`config.mk`:
```
export PLATFORM = sky130hd
export DESIGN_NAME = irq_ctrl
export DESIGN_NICKNAME = d
export VERILOG_FILES = /design/src/rtl/pic_pkg.sv /design/src/rtl/pic_init_seq.sv /design/src/rtl/pic_edge_latch.sv /design/src/rtl/pic_resolver.sv /design/src/rtl/irq_ctrl.sv
export SDC_FILE = /design/constraint.sdc
export NUM_CORES = 1
export LEC_CHECK = 0
export BUFFER_PORTS_ARGS = -buffer_cell sky130_fd_sc_hd__buf_2
export CELL_PAD_IN_SITES_DETAIL_PLACEMENT = 1
export CELL_PAD_IN_SITES_GLOBAL_PLACEMENT = 1
export CORE_MARGIN = 2
export CORE_UTILIZATION = 33
export DETAILED_ROUTE_END_ITERATION = 10
export PLACE_DENSITY = 0.74
export SYNTH_ARGS = -nofsm -noshare
export SYNTH_HDL_FRONTEND = slang
export SYNTH_SLANG_ARGS = --single-unit
```
`constraint.sdc`:
```
create_clock -name clk -period 3.41 [get_ports clk]
set_input_delay 0.341 -clock clk [delete_from_list [all_inputs] [get_ports clk]]
set_output_delay 0.341 -clock clk [all_outputs]
set_load 0.005 [all_outputs]
```
`src/rtl/pic_pkg.sv`:
```
package pic_pkg;
    localparam int LINES  = 8;
    localparam int IDX_W  = $clog2(LINES);
    localparam int BYTE_W = 8;
    localparam int BASE_W = BYTE_W - IDX_W;
    localparam logic [BYTE_W-1:0] EOI_CODE = 8'h20;
    localparam int RESTART_BIT = 4;

    typedef enum logic [2:0] {
        SQ_IDLE,
        SQ_BASE,
        SQ_CASC,
        SQ_MODE,
        SQ_RUN
    } seq_state_t;

    typedef struct packed {
        logic [BASE_W-1:0] base_hi;
        logic              single;
        logic              want_mode;
        logic              auto_eoi;
        logic [BYTE_W-1:0] cascade;
    } pic_cfg_t;

    // index of lowest set bit, LINES when none is set
    function automatic logic [IDX_W:0] first_set(input logic [LINES-1:0] v);
        logic [IDX_W:0] r;
        r = (IDX_W+1)'(LINES);
        for (int i = LINES - 1; i >= 0; i--) begin
            if (v[i]) r = (IDX_W+1)'(i);
        end
        return r;
    endfunction
endpackage

```
`src/rtl/pic_init_seq.sv`:
```
module pic_init_seq
    import pic_pkg::*;
(
    input  logic              clk,
    input  logic              rst,
    input  logic              restart,
    input  logic              data_wr,
    input  logic [BYTE_W-1:0] wdata,
    output logic              ready,
    output logic              mask_wr,
    output pic_cfg_t          cfg
);
    seq_state_t state;

    always_ff @(posedge clk) begin
        if (rst) begin
            state <= SQ_IDLE;
            cfg   <= '0;
        end else if (restart) begin
            state         <= SQ_BASE;
            cfg.want_mode <= wdata[0];
            cfg.single    <= wdata[1];
            cfg.auto_eoi  <= 1'b0;
        end else if (data_wr) begin
            case (state)
                SQ_BASE: begin
                    cfg.base_hi <= wdata[BYTE_W-1:IDX_W];
                    if (!cfg.single)       state <= SQ_CASC;
                    else if (cfg.want_mode) state <= SQ_MODE;
                    else                    state <= SQ_RUN;
                end
                SQ_CASC: begin
                    cfg.cascade <= wdata;
                    state <= cfg.want_mode ? SQ_MODE : SQ_RUN;
                end
                SQ_MODE: begin
                    cfg.auto_eoi <= wdata[1];
                    state <= SQ_RUN;
                end
                default: ;
            endcase
        end
    end

    assign ready   = (state == SQ_RUN);
    assign mask_wr = data_wr && ready;
endmodule

```
`src/rtl/pic_edge_latch.sv`:
```
module pic_edge_latch #(
    parameter int N           = 8,
    parameter int SYNC_STAGES = 2
) (
    input  logic         clk,
    input  logic         rst,
    input  logic [N-1:0] lines,
    output logic [N-1:0] rise
);
    logic [N-1:0] stage [SYNC_STAGES];
    logic [N-1:0] prev;

    always_ff @(posedge clk) begin
        if (rst) begin
            for (int s = 0; s < SYNC_STAGES; s++) stage[s] <= '0;
            prev <= '0;
        end else begin
            stage[0] <= lines;
            for (int s = 1; s < SYNC_STAGES; s++) stage[s] <= stage[s-1];
            prev <= stage[SYNC_STAGES-1];
        end
    end

    assign rise = stage[SYNC_STAGES-1] & ~prev;
endmodule

```
`src/rtl/pic_resolver.sv`:
```
module pic_resolver
    import pic_pkg::*;
(
    input  logic             ready,
    input  logic [LINES-1:0] irr,
    input  logic [LINES-1:0] imr,
    input  logic [LINES-1:0] isr,
    output logic             grant,
    output logic [IDX_W:0]   win_idx,
    output logic [IDX_W:0]   top_idx
);
    assign win_idx = first_set(irr & ~imr);
    assign top_idx = first_set(isr);
    // win_idx below top_idx also implies a pending line exists
    assign grant   = ready && (win_idx < top_idx);
endmodule

```
`src/rtl/irq_ctrl.sv`:
```
module irq_ctrl
    import pic_pkg::*;
#(
    parameter int SYNC_STAGES = 2
) (
    input  logic              clk,
    input  logic              rst,
    input  logic              addr_sel,
    input  logic              wr_en,
    input  logic              rd_en,
    input  logic [BYTE_W-1:0] wdata,
    output logic [BYTE_W-1:0] rdata,
    input  logic [LINES-1:0]  irq_in,
    output logic              int_out,
    input  logic              ack,
    output logic [BYTE_W-1:0] vec_out,
    output logic              vec_valid
);
    logic             cmd_wr, data_wr, restart, eoi_hit, ack_take;
    logic             ready, mask_wr;
    pic_cfg_t         cfg;
    logic [LINES-1:0] rise, irr, imr, isr;
    logic [IDX_W:0]   win_idx, top_idx;
    logic [LINES-1:0] win_bit, top_bit;
    logic             unused_cfg;

    assign cmd_wr   = wr_en && !addr_sel;
    assign data_wr  = wr_en && addr_sel;
    assign restart  = cmd_wr && wdata[RESTART_BIT];
    assign eoi_hit  = cmd_wr && (wdata == EOI_CODE);
    assign ack_take = ack && int_out;

    pic_init_seq u_seq (
        .clk(clk), .rst(rst), .restart(restart), .data_wr(data_wr),
        .wdata(wdata), .ready(ready), .mask_wr(mask_wr), .cfg(cfg)
    );

    pic_edge_latch #(.N(LINES), .SYNC_STAGES(SYNC_STAGES)) u_edge (
        .clk(clk), .rst(rst), .lines(irq_in), .rise(rise)
    );

    pic_resolver u_res (
        .ready(ready), .irr(irr), .imr(imr), .isr(isr),
        .grant(int_out), .win_idx(win_idx), .top_idx(top_idx)
    );

    assign win_bit = ack_take ? (LINES'(1) << win_idx[IDX_W-1:0]) : '0;
    assign top_bit = (eoi_hit && !top_idx[IDX_W]) ? (LINES'(1) << top_idx[IDX_W-1:0]) : '0;

    always_ff @(posedge clk) begin
        if (rst) imr <= '0;
        else if (mask_wr) imr <= wdata;
    end

    always_ff @(posedge clk) begin
        if (rst || restart) begin
            irr <= '0;
            isr <= '0;
        end else begin
            irr <= (irr | (ready ? rise : '0)) & ~win_bit;
            isr <= (isr & ~top_bit) | (cfg.auto_eoi ? '0 : win_bit);
        end
    end

    always_ff @(posedge clk) begin
        if (rst) begin
            vec_valid <= 1'b0;
            vec_out   <= '0;
        end else begin
            vec_valid <= ack_take;
            if (ack_take) vec_out <= {cfg.base_hi, win_idx[IDX_W-1:0]};
        end
    end

    assign rdata = rd_en ? (addr_sel ? imr : isr) : '0;

    assign unused_cfg = ^cfg.cascade;
endmodule

```
# == After elaboration in Yosys (flattened, before gate mapping) ==
# Memory sizes are Yosys's and may differ from the RTL's.
# Cells that the tools add are included.
# totals
regBits,52
mem_bits_rw,16
inputBits,22
output_inout_bits,18
memories,1
# op_classes
magnitude_cmp,1
eq_ne,5
n_shift,2
mux,32
bitwise_logic,13
reduce_logical,19
# mem_list
name,words,word_bits,read_ports,rd_ports_with_merged_regs,write_ports,line,rtl
u_edge.stage,2,8,2,0,2,pic_edge_latch.sv:10,logic [N-1:0] stage [SYNC_STAGES];
# ops
operator,n
$mux 4,16
$mux 8,8
$and 8x8->8,4
$not 8->8,4
$or 8x8->8,2
$shl 1x3->8 const A,2
$pmux 3 s3,1
$eq 8x6->1 const B,1
$logic_and 1x1->1,8
$eq 3x2->1 const B,2
$mux 3,2
$reduce_and 2->1,3
$mux 1,5
$lt 4x4->1,1
$reduce_bool 4->1,1
$eq 3x1->1 const B,1
$eq 3x3->1 const B,1
$reduce_and 3->1,1
$reduce_bool 3->1,1
$logic_not 1->1,2
$or 1x1->1,2
$reduce_bool 2->1,1
$reduce_or 2->1,1
$logic_or 1x1->1,1
$not 1->1,1

# == Longest topological paths before layout ==
# Gate-level depths: netlist (run 1).
# depth
depth_word,16
mapped_depth,10
ltp_nobuf,9

# == Cells and area by module ==
# A second synthesis (run 1) with hierarchy kept.
# unflattened
cells_unflattened,358
hier_area_um2,3408.3
# by_module_without_submodules
mod,n_inst,cells_per_inst,area_each_um2,seq_area_each_um2
irq_ctrl,1,154,1436.4,660.6
pic_init_seq,1,90,902.1,380.4
pic_edge_latch,1,58,743.2,480.5
pic_resolver,1,56,326.6,0.0

# == Worst setup path after synthesis (run 1) ==
# Ideal clock, no wire load.
# synth_path
kind,reg-to-reg
startpoint,register isr[2]
endpoint,register vec_out[1]
setup_ps,121
t_arrival_ps,2336
required_ps,3289
setup_slack_ps,953
path_stages_with_launch,9
n_path_buf,1
synth_period_minus_slack_ps,2457
cell_sequence,dfxtp_1 buf_6 nor4_1 nand2_1 ha_1 a21oi_1 nand3_1 o41ai_4 mux2_4
# synth_via
elab_chain_len,6
# synth_rtl
element,line,rtl
"start, declared",irq_ctrl.sv:22,"logic [LINES-1:0] rise, irr, imr, isr;"
"start signal, assigned",irq_ctrl.sv:61,isr <= (isr & ~top_bit) | (cfg.auto_eoi ? '0 : win_bit);
$mux 4 (3 in a row),pic_pkg.sv:30,if (v[i]) r = (IDX_W+1)'(i);
$lt 4x4->1,pic_resolver.sv:15,assign grant = ready && (win_idx < top_idx);
$logic_and 1x1->1,pic_resolver.sv:15,
$logic_and 1x1->1,irq_ctrl.sv:31,assign ack_take = ack && int_out;
"end signal, assigned",irq_ctrl.sv:71,"if (ack_take) vec_out <= {cfg.base_hi, win_idx[IDX_W-1:0]};"
"end, declared",irq_ctrl.sv:16,"output logic [BYTE_W-1:0] vec_out,"
# No other way between the ends.
# A chain may end at the register's enable or synchronous reset.

# == Worst setup path in the final report (run 1) ==
# layout_path
startpoint,register irr[6]
endpoint,output port int_out
# layout_via
elab_chain_len,10
# layout_rtl
element,line,rtl
"start, declared",irq_ctrl.sv:22,
"start signal, assigned",irq_ctrl.sv:60,irr <= (irr | (ready ? rise : '0)) & ~win_bit;
$and 8x8->8,pic_resolver.sv:12,assign win_idx = first_set(irr & ~imr);
$mux 4 (7 in a row),pic_pkg.sv:30,
net u_res.win_idx[1],pic_resolver.sv:9,"output logic [IDX_W:0] win_idx,"
$lt 4x4->1,pic_resolver.sv:15,
$logic_and 1x1->1,pic_resolver.sv:15,
"end, declared",irq_ctrl.sv:14,"output logic int_out,"
# The timed path passes the listed nets, and every way through them passes these cells.

==> out/metrics.csv, run 1 <==
stage,metric,value,unit
run_status,result of the run,completed,
logic_synthesis,total of flip-flops plus latches after synthesis,68,
global_routing,maximum number of pins on one net before global-route repair,59,
clock_network,deepest clock path buffer count,2,
critical_path,required arrival time at the worst endpoint,3.07,ns
worst_hold_path,worst hold path type,in -> reg,
floorplan,overall die height,99.5,um
global_routing,GRT met3 Usage,4.36,%
power,maximum vdd drop,0.205,mV
critical_path,combined buffer and inverter count along the critical path,2,
sta,max-slew violation total from the final report,0,
power,switching portion of total power,21.9,%
power,Gate power share,4.1,%
sta,achievable frequency,320,MHz
drt,via total after detailed routing,2463,
clock_network,clock-pin slew on the worst setup and hold paths,0.07,ns
power,internal power,1.27,mW
clock_network,worst skew pair latency,0.35,ns
clock_network,number of CTS-inserted buffers,9,
logic_synthesis,Most used DFF post-synth,sky130_fd_sc_hd__dfxtp_1,
floorplan,horizontal extent of the die,99.5,um
placed_design,Post-DP HPWL,5920,um
sta,Worst slew margin,37.5,%
sta,final critical path time including I/O delays and setup,3.12,ns
global_routing,overall global routing resource usage,17.0,%
logic_synthesis,count of mapped cells out of synthesis,321,
layout,most frequent cells in the layout,"sky130_fd_sc_hd__dfxtp_1 (68), sky130_fd_sc_hd__nor2b_1 (42), sky130_fd_sc_hd__buf_2 (39)",
sta,summed negative setup slack over all endpoints,0,ns
floorplan,# rows,34,
critical_path,signal arrival time at the worst endpoint,2.78,ns
sta,count of endpoints failing setup in the final report,0,
power,P per Cell Area,458,nW/um^2
clock_network,Clock H-tree levels,3,
clock_network,clock tree sinks,68,
drt,vias per std cell,5.17,
clock_network,clock tree from TritonCTS,done,
run,max-cap check violation count,0,
global_routing,busiest grt layer,met2,
critical_path,chain of cells forming the critical path,"nor2b_1, o211ai_1, a311o_1, inv_1, ha_1, o211ai_1, a31oi_4, nor2_1, buf_2",
global_routing,via count of the first global-routing pass,2526,
logic_synthesis,"area leader, netlist",sky130_fd_sc_hd__dfxtp_1,
sta,actual transition at the worst max-transition pin,0.937,ns
layout,"most common cell after layout, fill and taps aside",sky130_fd_sc_hd__dfxtp_1,
power,part of the power in the clock network,45.9,%
placed_design,number of port buffers,39,
critical_path,cell class contributing the biggest share of worst-path delay,compound AO/OA/AOI/OAI gates,
worst_hold_path,worst hold start,irq_in[2],
critical_path,cell seen most often among critical-path stages,sky130_fd_sc_hd__o211ai_1,
logic_synthesis,cells taking the most area after synthesis,"sky130_fd_sc_hd__dfxtp_1 (45%), sky130_fd_sc_hd__mux2i_1 (9.7%), sky130_fd_sc_hd__nor2b_1 (8.7%)",
critical_path,largest driver fanout on the critical path,10,
sta,post-route setup slack,0.287,ns
critical_path,critical path class,reg -> out,
sta,Clock Skew,0.00736,ns
drt,number of optimization iterations in the first detailed-route pass,4,
drt,total DRC errors in the routed layout,0,
critical_path,CP Capture Type,primary output,
placed_design,routability congestion estimate,0.927,
critical_path,critical path's slowest cell,sky130_fd_sc_hd__a311o_1,
layout,Storage cell area,1360,sq um
drt,First DRT Iteration DRCs,77,
critical_path,Setup crit start kind,register,
floorplan,Die ar.,9890,sq um
drt,residual antenna-violating net count after detailed routing,0,
logic_synthesis,async set-reset flop share out of synthesis,0,%
critical_path,largest stage delay on the critical path,0.47,ns
clock_network,post-cts hold buffer count,0,
global_routing,grt met1 use,21.9,%
logic_synthesis,Yosys warning count,0,
layout,multi-input gate area in the final layout,1580,sq um
layout,# fillers,1023,
power,total design power,1.63,mW
sta,period utilisation layout,91.6,%
logic_synthesis,Cell variety after synth,44,
layout,layout cell share with drive strength beyond 1,18.5,%
sta,"Hold Vio Cnt, Final",0,
placed_design,instance area at placement,3310,sq um
layout,number of antenna diodes,0,
floorplan,initial core utilization,34.3,%
layout,number of nets in the layout,388,
power,Seq pwr share,50.1,%
logic_synthesis,syn nets,346,
global_routing,met2 demand-to-capacity share in global routing,27.2,%
logic_synthesis,Post-Syn Area per Cell,9.37,sq um
sta,smallest hold slack,0.193,ns
clock_network,Clk Tree Root Cell,sky130_fd_sc_hd__clkbuf_8,
logic_synthesis,proportion of synthesized chip area in sequential cells,45.3,%
logic_synthesis,netlist area before placement,3010,sq um
placed_design,pre-CTS setup slack,0.433,ns
global_routing,wire length of the first global-routing pass,13000,um
drt,average wire per standard cell,16.9,um
logic_synthesis,Yosys top cell area share,45.3,%
global_routing,antenna violations before repair,0,
power,Static Leak,1.38,nW
layout,final design area excluding fillers,3550,sq um
power,sw power,0.357,mW
drt,detailed-route wire length,8060,um
floorplan,top-level I/O count,40,
floorplan,standard cell core area,8760,sq um
layout,area delta synth->final,18.1,%
global_routing,leftover overflow at the end of global routing,0,
critical_path,Worst R2R Start,irr[6],
logic_synthesis,count of flip-flops with a built-in enable after synthesis,0,
critical_path,launching element of the worst setup path,irr[6],
sta,RSZ-0062 raised after global routing,no,
-- timing repair --
item	in CTS	in global routing
gates resized for setup	0	2
endpoints found under the setup margin	0	1
setup buffers	0	0
endpoints found under the hold margin	0	0
-- worst paths after layout --
check / to / cells after the start / slack (ns)
hold reg to reg: u_edge.stage[0][13] / 1 / 0.44
setup / recovery: int_out / 9 / 0.29
hold / removal: u_edge.stage[0][2] / 2 / 0.19
setup reg to reg: vec_out[2] / 10 / 0.43
-- power by group through the flow --
stage	combinational, mW	sequential [mW]	clock [mW]
after detailed placement	0.0672	0.832	0
final	0.0665	0.813	0.745
after global routing	0.0741	0.815	0.795
after floorplan	0.0404	0.830	0
after CTS	0.0675	0.813	0.765
after global placement	0.0659	0.831	0
-- registers in the layout, indices dropped and copies added (netlist names) --
name          flops
u_edge.prev       8
u_seq.state       3
u_seq.cfg         8
isr               8
vec_out           8
vec_valid         1
irr               8
imr               8
u_edge.stage     16
-- worst reg2reg max path, stage by stage (launching register included) --
cell and delay [ns]:
sky130_fd_sc_hd__dfxtp_1 0.32, sky130_fd_sc_hd__nor2b_1 0.25, sky130_fd_sc_hd__o211ai_1 0.12, sky130_fd_sc_hd__a311o_1 0.47, sky130_fd_sc_hd__inv_1 0.22, sky130_fd_sc_hd__ha_1 0.27
sky130_fd_sc_hd__o211ai_1 0.32, sky130_fd_sc_hd__nand4_1 0.24, sky130_fd_sc_hd__o41ai_4 0.17, sky130_fd_sc_hd__buf_4 0.30, sky130_fd_sc_hd__mux2i_1 0.21
-- per-layer routing --
metal | share of wire (%) | up-vias
met5 | 0 | -
met4 | 2.4 | 0
met3 | 3.7 | 22
met2 | 46 | 45
met1 | 47 | 1187
li1 | - | 1209
-- cell usage after synthesis, types with 2 or more instances --
cell type	number
sky130_fd_sc_hd__dfxtp_1	68
sky130_fd_sc_hd__nor2b_1	42
sky130_fd_sc_hd__nor2_1	31
sky130_fd_sc_hd__mux2i_1	29
sky130_fd_sc_hd__nand2b_1	20
sky130_fd_sc_hd__o21ai_0	12
sky130_fd_sc_hd__nand2_1	11
sky130_fd_sc_hd__nor3b_1	10
sky130_fd_sc_hd__clkbuf_1	9
sky130_fd_sc_hd__a21oi_1	8
sky130_fd_sc_hd__a31oi_1	8
sky130_fd_sc_hd__o31ai_1	8
sky130_fd_sc_hd__nand3_1	7
sky130_fd_sc_hd__o211ai_1	7
sky130_fd_sc_hd__inv_1	5
sky130_fd_sc_hd__ha_1	3
sky130_fd_sc_hd__nor3_1	3
sky130_fd_sc_hd__nor4_1	3
sky130_fd_sc_hd__or2_2	3
sky130_fd_sc_hd__a21o_1	2
sky130_fd_sc_hd__and2_1	2
sky130_fd_sc_hd__and3_1	2
sky130_fd_sc_hd__buf_6	2
sky130_fd_sc_hd__nand4_1	2
sky130_fd_sc_hd__o21a_1	2
sky130_fd_sc_hd__o21bai_1	2
sky130_fd_sc_hd__o311ai_0	2
sky130_fd_sc_hd__or4_1	2
-- final cells by class --
type | count | area share [%]
inverter | 5 | 0.529
tap | 108 | 3.81
multi-input combinational | 235 | 44.4
clock buffer | 10 | 3.88
clock inverter | 6 | 2.47
sequential | 68 | 38.4
timing repair buffer | 44 | 6.56
-- stage by stage --
step                util (%)  std cells
finish                  40.5        476
global route            40.5        476
CTS                     40.3        476
detailed placement      37.8        460
global placement        37.8        460
floorplan                  -        321
-- kinds of logic (layout without fill, tap and decap cells) --
logic type / count (synthesis) / in the layout / synth area share, %
buf+inv: 18 / 65 / 2.79
compound gates: 58 / 58 / 13.3
flops: 68 / 68 / 45.3
fa+ha+maj: 3 / 3 / 1.25
mux: 30 / 30 / 10.2
simple gates: 144 / 144 / 27.2
(Power assumes the default switching activity.)
==> inputs of run 2 (changes only) <==
- CORE_UTILIZATION: 33 -> 39
- PLACE_DENSITY: 0.74 -> 0.86
- clock period: 3.41 -> 2.8 ns (I/O delays scaled with it)
==> out/metrics.csv, run 2 (synthesis results as in run 1) <==
stage,metric,value,unit
run_status,result of the run,completed,
placed_design,pre-CTS setup slack,0.108,ns
global_routing,via count of the first global-routing pass,2649,
clock_network,clock-pin slew on the worst setup and hold paths,0.07,ns
layout,"most common cell after layout, fill and taps aside",sky130_fd_sc_hd__dfxtp_1,
sta,max-slew violation total from the final report,0,
sta,Clock Skew,0.00823,ns
sta,post-route setup slack,0.0800,ns
drt,residual antenna-violating net count after detailed routing,0,
sta,summed negative setup slack over all endpoints,0,ns
power,maximum vdd drop,0.452,mV
power,switching portion of total power,23.8,%
layout,final design area excluding fillers,3570,sq um
clock_network,worst skew pair latency,0.35,ns
critical_path,CP Capture Type,primary output,
critical_path,worst setup slack for register-to-register paths,0.14,ns
drt,via total after detailed routing,2578,
clock_network,deepest clock path buffer count,2,
placed_design,routability congestion estimate,0.985,
layout,number of antenna diodes,0,
drt,average wire per standard cell,17.9,um
sta,period utilisation layout,97.1,%
sta,RSZ-0062 raised after global routing,no,
worst_hold_path,worst hold path type,in -> reg,
placed_design,number of port buffers,39,
floorplan,Die ar.,8430,sq um
global_routing,maximum number of pins on one net before global-route repair,46,
clock_network,Clock H-tree levels,3,
drt,number of optimization iterations in the first detailed-route pass,4,
clock_network,clock tree from TritonCTS,done,
drt,detailed-route wire length,8530,um
drt,vias per std cell,5.42,
layout,number of nets in the layout,394,
layout,number of flip-flops in the largest register,16,
critical_path,largest driver fanout on the critical path,4,
floorplan,standard cell core area,7610,sq um
global_routing,wire length of the first global-routing pass,13800,um
global_routing,antenna violations before repair,0,
run,max-cap check violation count,0,
clock_network,Clk Tree Root Cell,sky130_fd_sc_hd__clkbuf_8,
layout,Largest Register,u_edge.stage,
power,sw power,0.448,mW
sta,final critical path time including I/O delays and setup,2.72,ns
power,P per Cell Area,526,nW/um^2
layout,post-layout instance count excluding filler cells,476,
drt,First DRT Iteration DRCs,125,
sta,achievable frequency,368,MHz
placed_design,Post-DP HPWL,6060,um
critical_path,required arrival time at the worst endpoint,2.52,ns
power,total design power,1.88,mW
floorplan,top-level I/O count,40,
sta,"Hold Vio Cnt, Final",0,
drt,total DRC errors in the routed layout,0,
placed_design,instance area at placement,3350,sq um
power,internal power,1.43,mW
floorplan,horizontal extent of the die,91.8,um
clock_network,post-cts hold buffer count,0,
global_routing,overall global routing resource usage,21.1,%
layout,end-of-flow core utilization,47.0,%
layout,most frequent cells in the layout,"sky130_fd_sc_hd__dfxtp_1 (68), sky130_fd_sc_hd__nor2b_1 (41), sky130_fd_sc_hd__buf_2 (39)",
placed_design,instance count after placement with tap cells included,459,
critical_path,Setup crit start kind,register,
floorplan,# rows,32,
layout,layout cell share with drive strength beyond 1,20.6,%
clock_network,clock tree sinks,68,
sta,smallest hold slack,0.135,ns
sta,Worst slew margin,64.2,%
power,Gate power share,4.4,%
clock_network,number of CTS-inserted buffers,9,
layout,area delta synth->final,18.9,%
critical_path,signal arrival time at the worst endpoint,2.44,ns
floorplan,initial core utilization,39.5,%
power,Static Leak,1.39,nW
floorplan,overall die height,91.8,um
sta,count of endpoints failing setup in the final report,0,
sta,actual transition at the worst max-transition pin,0.537,ns
critical_path,critical path class,reg -> out,
global_routing,leftover overflow at the end of global routing,0,
power,part of the power in the clock network,42.9,%
power,Seq pwr share,52.7,%
run 2: timing repair:
item | in CTS | in global routing
setup endpoints to repair | 2 | 5
resized for setup | 3 | 4
setup buffers | 0 | 1
pin swaps | 0 | 1
gates cloned | 0 | 0
run 2: critical path, cell delays in order, from the launching register on:
cell	delay [ns]
sky130_fd_sc_hd__dfxtp_1	0.36
sky130_fd_sc_hd__nor2b_1	0.18
sky130_fd_sc_hd__o211ai_1	0.12
sky130_fd_sc_hd__a311o_1	0.40
sky130_fd_sc_hd__inv_2	0.09
sky130_fd_sc_hd__ha_2	0.27
sky130_fd_sc_hd__o211ai_1	0.26
sky130_fd_sc_hd__a31oi_1	0.10
sky130_fd_sc_hd__nor2_1	0.17
sky130_fd_sc_hd__buf_2	0.14
run 2: layer usage:
layer  global-route usage (%)  wire length, um
met1                     25.4             3680
met2                     35.4             4120
met3                     4.68              446
met4                     10.7              286
met5                        0                0
run 2: final cells by class:
type / instances / area [sq um]
Fill cell: 910 / 4030
Multi-Input combinational cell: 235 / 1590
Sequential cell: 68 / 1360
Timing Repair Buffer: 50 / 290
Clock buffer: 10 / 128
Tap cell: 102 / 128
Clock inverter: 6 / 63.8
Inverter: 5 / 18.8
run 2: power by group through the flow:
stage	sequential [mW]	combinational [mW]	clock, mW
4_1_cts	0.991	0.0829	0.821
3_5_place_dp	1.01	0.0824	0
2_1_floorplan	1.01	0.0492	0
3_3_place_gp	1.01	0.0800	0
5_1_grt	0.992	0.0916	0.870
6_report	0.991	0.0833	0.806
run 2: final timing paths:
kind	start	end	cells after the start
min reg2reg	u_edge.stage[0][7]	u_edge.stage[0][15]	1
max	imr[7]	int_out	9
min	irq_in[7]	u_edge.stage[0][7]	2
max reg2reg	imr[7]	vec_out[1]	10
